===== src/rtl/cplx_rot_add.sv =====
module cplx_rot_add #(
  parameter int DW = 128
) (
  input  logic          clk,
  input  logic          rst_n,
  input  logic          in_valid,
  input  logic          rot_270,
  input  logic [1:0]    elem_size,
  input  logic [DW-1:0] op_a,
  input  logic [DW-1:0] op_b,
  input  logic [DW-1:0] old_dst,
  input  logic [DW/8-1:0] byte_en,
  output logic          out_valid,
  output logic [DW-1:0] result
);
  localparam int NB = DW / 8;
  localparam int NW = 3;

  logic [DW-1:0] sum_w [NW];
  logic [DW-1:0] bmask;
  logic [DW-1:0] sum_sel;
  logic [DW-1:0] merged;

  genvar g, p, k;
  generate
    for (g = 0; g < NW; g++) begin : gw
      localparam int W  = 8 << g;
      localparam int NP = DW / (2 * W);
      for (p = 0; p < NP; p++) begin : gp
        logic [W-1:0] are, aim, bre, bim;
        assign are = op_a[2*p*W +: W];
        assign aim = op_a[(2*p+1)*W +: W];
        assign bre = op_b[2*p*W +: W];
        assign bim = op_b[(2*p+1)*W +: W];
        assign sum_w[g][2*p*W +: W]     = rot_270 ? are + bim : are - bim;
        assign sum_w[g][(2*p+1)*W +: W] = rot_270 ? aim - bre : aim + bre;
      end
    end
    for (k = 0; k < NB; k++) begin : gb
      assign bmask[8*k +: 8] = {8{byte_en[k]}};
    end
  endgenerate

  assign sum_sel = (elem_size == 2'd0) ? sum_w[0] :
                   (elem_size == 2'd1) ? sum_w[1] : sum_w[2];
  assign merged  = (sum_sel & bmask) | (old_dst & ~bmask);

  always_ff @(posedge clk) begin
    if (!rst_n) begin
      out_valid <= 1'b0;
      result    <= '0;
    end else begin
      out_valid <= in_valid;
      if (in_valid) result <= merged;
    end
  end

  AST_VALID_LAG: assert property (@(posedge clk) disable iff (!rst_n)
    in_valid |=> out_valid);
  AST_IDLE_NO_VALID: assert property (@(posedge clk) disable iff (!rst_n)
    !in_valid |=> !out_valid);
  AST_DISABLED_BYTES: assert property (@(posedge clk) disable iff (!rst_n)
    in_valid |=> ((result ^ $past(old_dst)) & ~$past(bmask)) == '0);
  AST_IDLE_HOLD: assert property (@(posedge clk) disable iff (!rst_n)
    !in_valid |=> $stable(result));
  AST_ZERO_B_IDENTITY: assert property (@(posedge clk) disable iff (!rst_n)
    (in_valid && op_b == '0) |=> ((result ^ $past(op_a)) & $past(bmask)) == '0);
endmodule


===== config.mk =====
export PLATFORM = sky130hd
export DESIGN_NAME = cplx_rot_add
export DESIGN_NICKNAME = d
export VERILOG_FILES = /design/src/rtl/cplx_rot_add.sv
export SDC_FILE = /design/constraint.sdc
export NUM_CORES = 2
export LEC_CHECK = 0
export BUFFER_PORTS_ARGS = -buffer_cell sky130_fd_sc_hd__buf_2
export CORE_ASPECT_RATIO = 2
export CORE_MARGIN = 5
export CORE_UTILIZATION = 55
export CTS_CLUSTER_DIAMETER = 80
export DETAILED_ROUTE_END_ITERATION = 7
export PLACE_DENSITY = 0.78
export SYNTH_ARGS = -nofsm -noshare
export SYNTH_HDL_FRONTEND = slang
export SYNTH_SLANG_ARGS = --single-unit

===== constraint.sdc =====
create_clock -name clk -period 6.8 [get_ports clk]
set_clock_uncertainty 0.1 [all_clocks]
set_input_delay 1.02 -clock clk [delete_from_list [all_inputs] [get_ports clk]]
set_output_delay 1.02 -clock clk [all_outputs]
set_load 0.03 [all_outputs]

==> results_dict.tcl <==
set metrics [dict create \
    fin_crit_ns 5.82 \
    grt_pass1_wl_um 210000 \
    critPathTopFamily "compound AO/OA/AOI/OAI gates" \
    hold_violations 0 \
    cellPowerDensity_mw_per_mm2 181 \
    final_common_cell "buf_2" \
    switching_power_mw 3.05 \
    cts.clk_slew.worst_paths_ns 0.07 \
    drc 0 \
    synth_area_mm2 0.0285 \
    fin_total_pwr_mw 5.90 \
    slew_headroom_pct 3.74 \
    ant_nets 0 \
    wl_um 147000 \
    end_kind "register" \
    cp-start-kind "input pin" \
    ir_drop_mv 0.149 \
    synth-edff-count 0 \
    instances_no_fill 5088 \
    portBuffers 534 \
    fillers 5010 \
    core_mm2 0.0515 \
    final_cell_mix "530 x buf_2, 444 x nor2_1, 410 x a21oi_1, 343 x xnor2_1, 342 x ha_1" \
    dieArea_mm2 0.0567 \
    antenna_found_initial 37 \
    max_freq_mhz 172 \
    first_iter_violations 2999 \
    rsz0062_at_grt "no" \
    die_y_um 332 \
    dr.pass1.iters 6 \
    synthArstFlopShare_pct 0 \
    post-route-period-util_pct 85.6 \
    crit_path_frequent_cell "nand2_1" \
    worst_pin_slew_ns 1.44 \
    drive_gt1_share_pct 16.7 \
    cts_tree "built" \
    yosys-top-cells-area "ha_1 15%, xnor2_1 11%, dfxtp_1 9.1%" \
    synth_cell_types 112 \
    ys_ff_latch 129 \
    cts_sinks 129 \
    track_usage_pct 50.0 \
    areaGrowthSynthToFinish_pct 14.4 \
    placed_cell_area_mm2 0.0319 \
    clockPowerShare_pct 17.2 \
    synthMuxAreaShare_pct 2.75 \
    setup_viol 0 \
    cp_cell_sequence "buf_2 -> nor3_1 -> nand2_1 -> nor3_1 -> and2_1 -> a21oi_1 -> xnor2_1 -> ha_1 -> o2111a_1 -> nand2_1 -> o21ai_0 -> a31oi_1 -> o21ai_0 -> nand2_1 -> o31ai_1 -> a41oi_1 -> a21oi_1 -> mux2_2 -> a2111oi_0 -> a211oi_1" \
    maxCapViolCount 0 \
    finalMaxSlewViolations 0 \
    cts_inserted_buffers 17 \
    syn-num-nets 4696 \
    wl_per_cell_um 28.9 \
    gp_congestion 1.10 \
    hold_buffers 0 \
    insertion_delay_ns 0.48 \
    grt_max_degree 81 \
    combPwrFrac_pct 67.9 \
    grt_pass1_vias 33600 \
    crit_buf_inv 1 \
    avgSynthCellArea_um2 7.26 \
    seqPwrFrac_pct 14.9 \
    crit_path_max_fanout 5 \
    synth_top_family_by_area "compound AO/OA/AOI/OAI gates" \
    design_area_mm2 0.0325 \
    synth_top_area_share_pct 15.0 \
    synthXorXnorAreaFrac_pct 18.0 \
    yosysWarnings 0 \
    path_class "in -> reg" \
    cpMaxStageDelayCell "o21ai_0" \
    dpl.hpwl_um 118000 \
    status "finished, final reports clean" \
    synth_compound_area_share_pct 30.1 \
    yosysSeqAreaShare_pct 9.08 \
    dp_cells 5014 \
    synth_fa_ha_area_share_pct 17.7 \
    grt.overflow.total 0 \
    fin_nets 5150 \
    ys.flop_type "dfxtp_1" \
    start_util_pct 55.2 \
    yosysTopAreaCell "ha_1" \
    root_buffer "clkbuf_16" \
    fin_setup_tns_ns 0 \
    cpPeakStageDelay_ns 0.73 \
    leakagePower_nw 15.1 \
    finish.utilization_pct 63.2 \
    worstPathRequired_ns 7.05 \
    num_rows 118 \
    synth_cells 3920 \
    finalWorstSetupSlack_ns 0.976 \
    hp-class "reg -> reg" \
    vias_per_cell 6.63 \
    p_sw_share_pct 51.7 \
    arrival_ns 6.07 \
    cts.path.max_buffers 2 \
    die_x_um 171 \
    postCtsSetupBuffers 0 \
    synth-simple-area-share_pct 16.8 \
    p_int_mw 2.85 \
    hold-worst-slack_ns 0.344 \
    ios 535 \
    post_cts_resized 0 \
    pre_cts_slack_ns 0.600 \
    num_vias 33700 \
    h-tree-depth 4 \
]
## flip-flops by register name (all words and copies together) (netlist names)
name,flops
out_valid,1
result,128
## metal layers
| metal | GRT usage [%] | vias up | wire (um) |
|---|---|---|---|
| met5 | 0.532 | - | 0 |
| met1 | 44.8 | 15500 | 43500 |
| met3 | 14.3 | 981 | 13400 |
| met2 | 81.5 | 2156 | 66800 |
| li1 | - | 15100 | - |
| met4 | 58.9 | 0 | 23500 |
## cells in the mapped netlist (53+ instances only)
cell type and n:
a211oi_1 101, a21o_1 110, a21oi_1 410, a31oi_1 65, clkbuf_1 121, dfxtp_1 129
ha_1 342, inv_1 244, mux2i_1 58, nand2_1 225, nand3_1 53, nor2_1 447
nor3_1 75, o21ai_0 228, o21bai_1 69, xnor2_1 343, xor2_1 214
## worst reg2reg max path: cells and delay by family, from the launching register on
kind	cells	cell delay, ns
simple gates	2	0.53
flops	1	0.34
compound gates	2	0.26
## final timing paths
path / startpoint / end / slack, ns / cells after the start
worst max-delay path: op_b[36] / result[30]$_SDFFE_PN0P_ / 0.98 / 20
worst min-delay path: result[50]$_SDFFE_PN0P_ / result[50]$_SDFFE_PN0P_ / 0.34 / 1
worst min register to register: result[50]$_SDFFE_PN0P_ / result[50]$_SDFFE_PN0P_ / 0.34 / 1
worst max register to register: result[15]$_SDFFE_PN0P_ / result[15]$_SDFFE_PN0P_ / 5.49 / 4
## power groups by stage
stage / Clock (mW) / Combinational [mW] / Sequential [mW]
after floorplan: 0 / 2.45 / 1.03
after global placement: 0 / 3.81 / 0.890
after detailed placement: 0 / 3.83 / 0.892
after CTS: 1.01 / 3.86 / 0.876
after global routing: 1.04 / 4.25 / 0.884
final: 1.02 / 4.00 / 0.878
## layout make-up
cell class | instances | area [um^2] | area share [%]
antenna | 41 | 103 | 0.315
clock buffer | 19 | 453 | 1.39
sequential | 129 | 2580 | 7.93
timing repair buffer | 601 | 3220 | 9.90
inverter | 247 | 927 | 2.85
clock inverter | 13 | 126 | 0.388
tap | 660 | 826 | 2.54
multi-input combinational | 3378 | 24300 | 74.7
## cell families (layout without fill, tap and decap cells)
kind of cell | count (synthesis) | in the layout
flops | 129 | 129
mux | 76 | 76
fa+ha+maj | 389 | 389
simple gates | 1032 | 1032
compound gates | 1313 | 1313
other cells | 0 | 41
buf+inv | 413 | 880
xor+xnor | 568 | 568
Note: power is estimated with default switching activity, not from simulation.
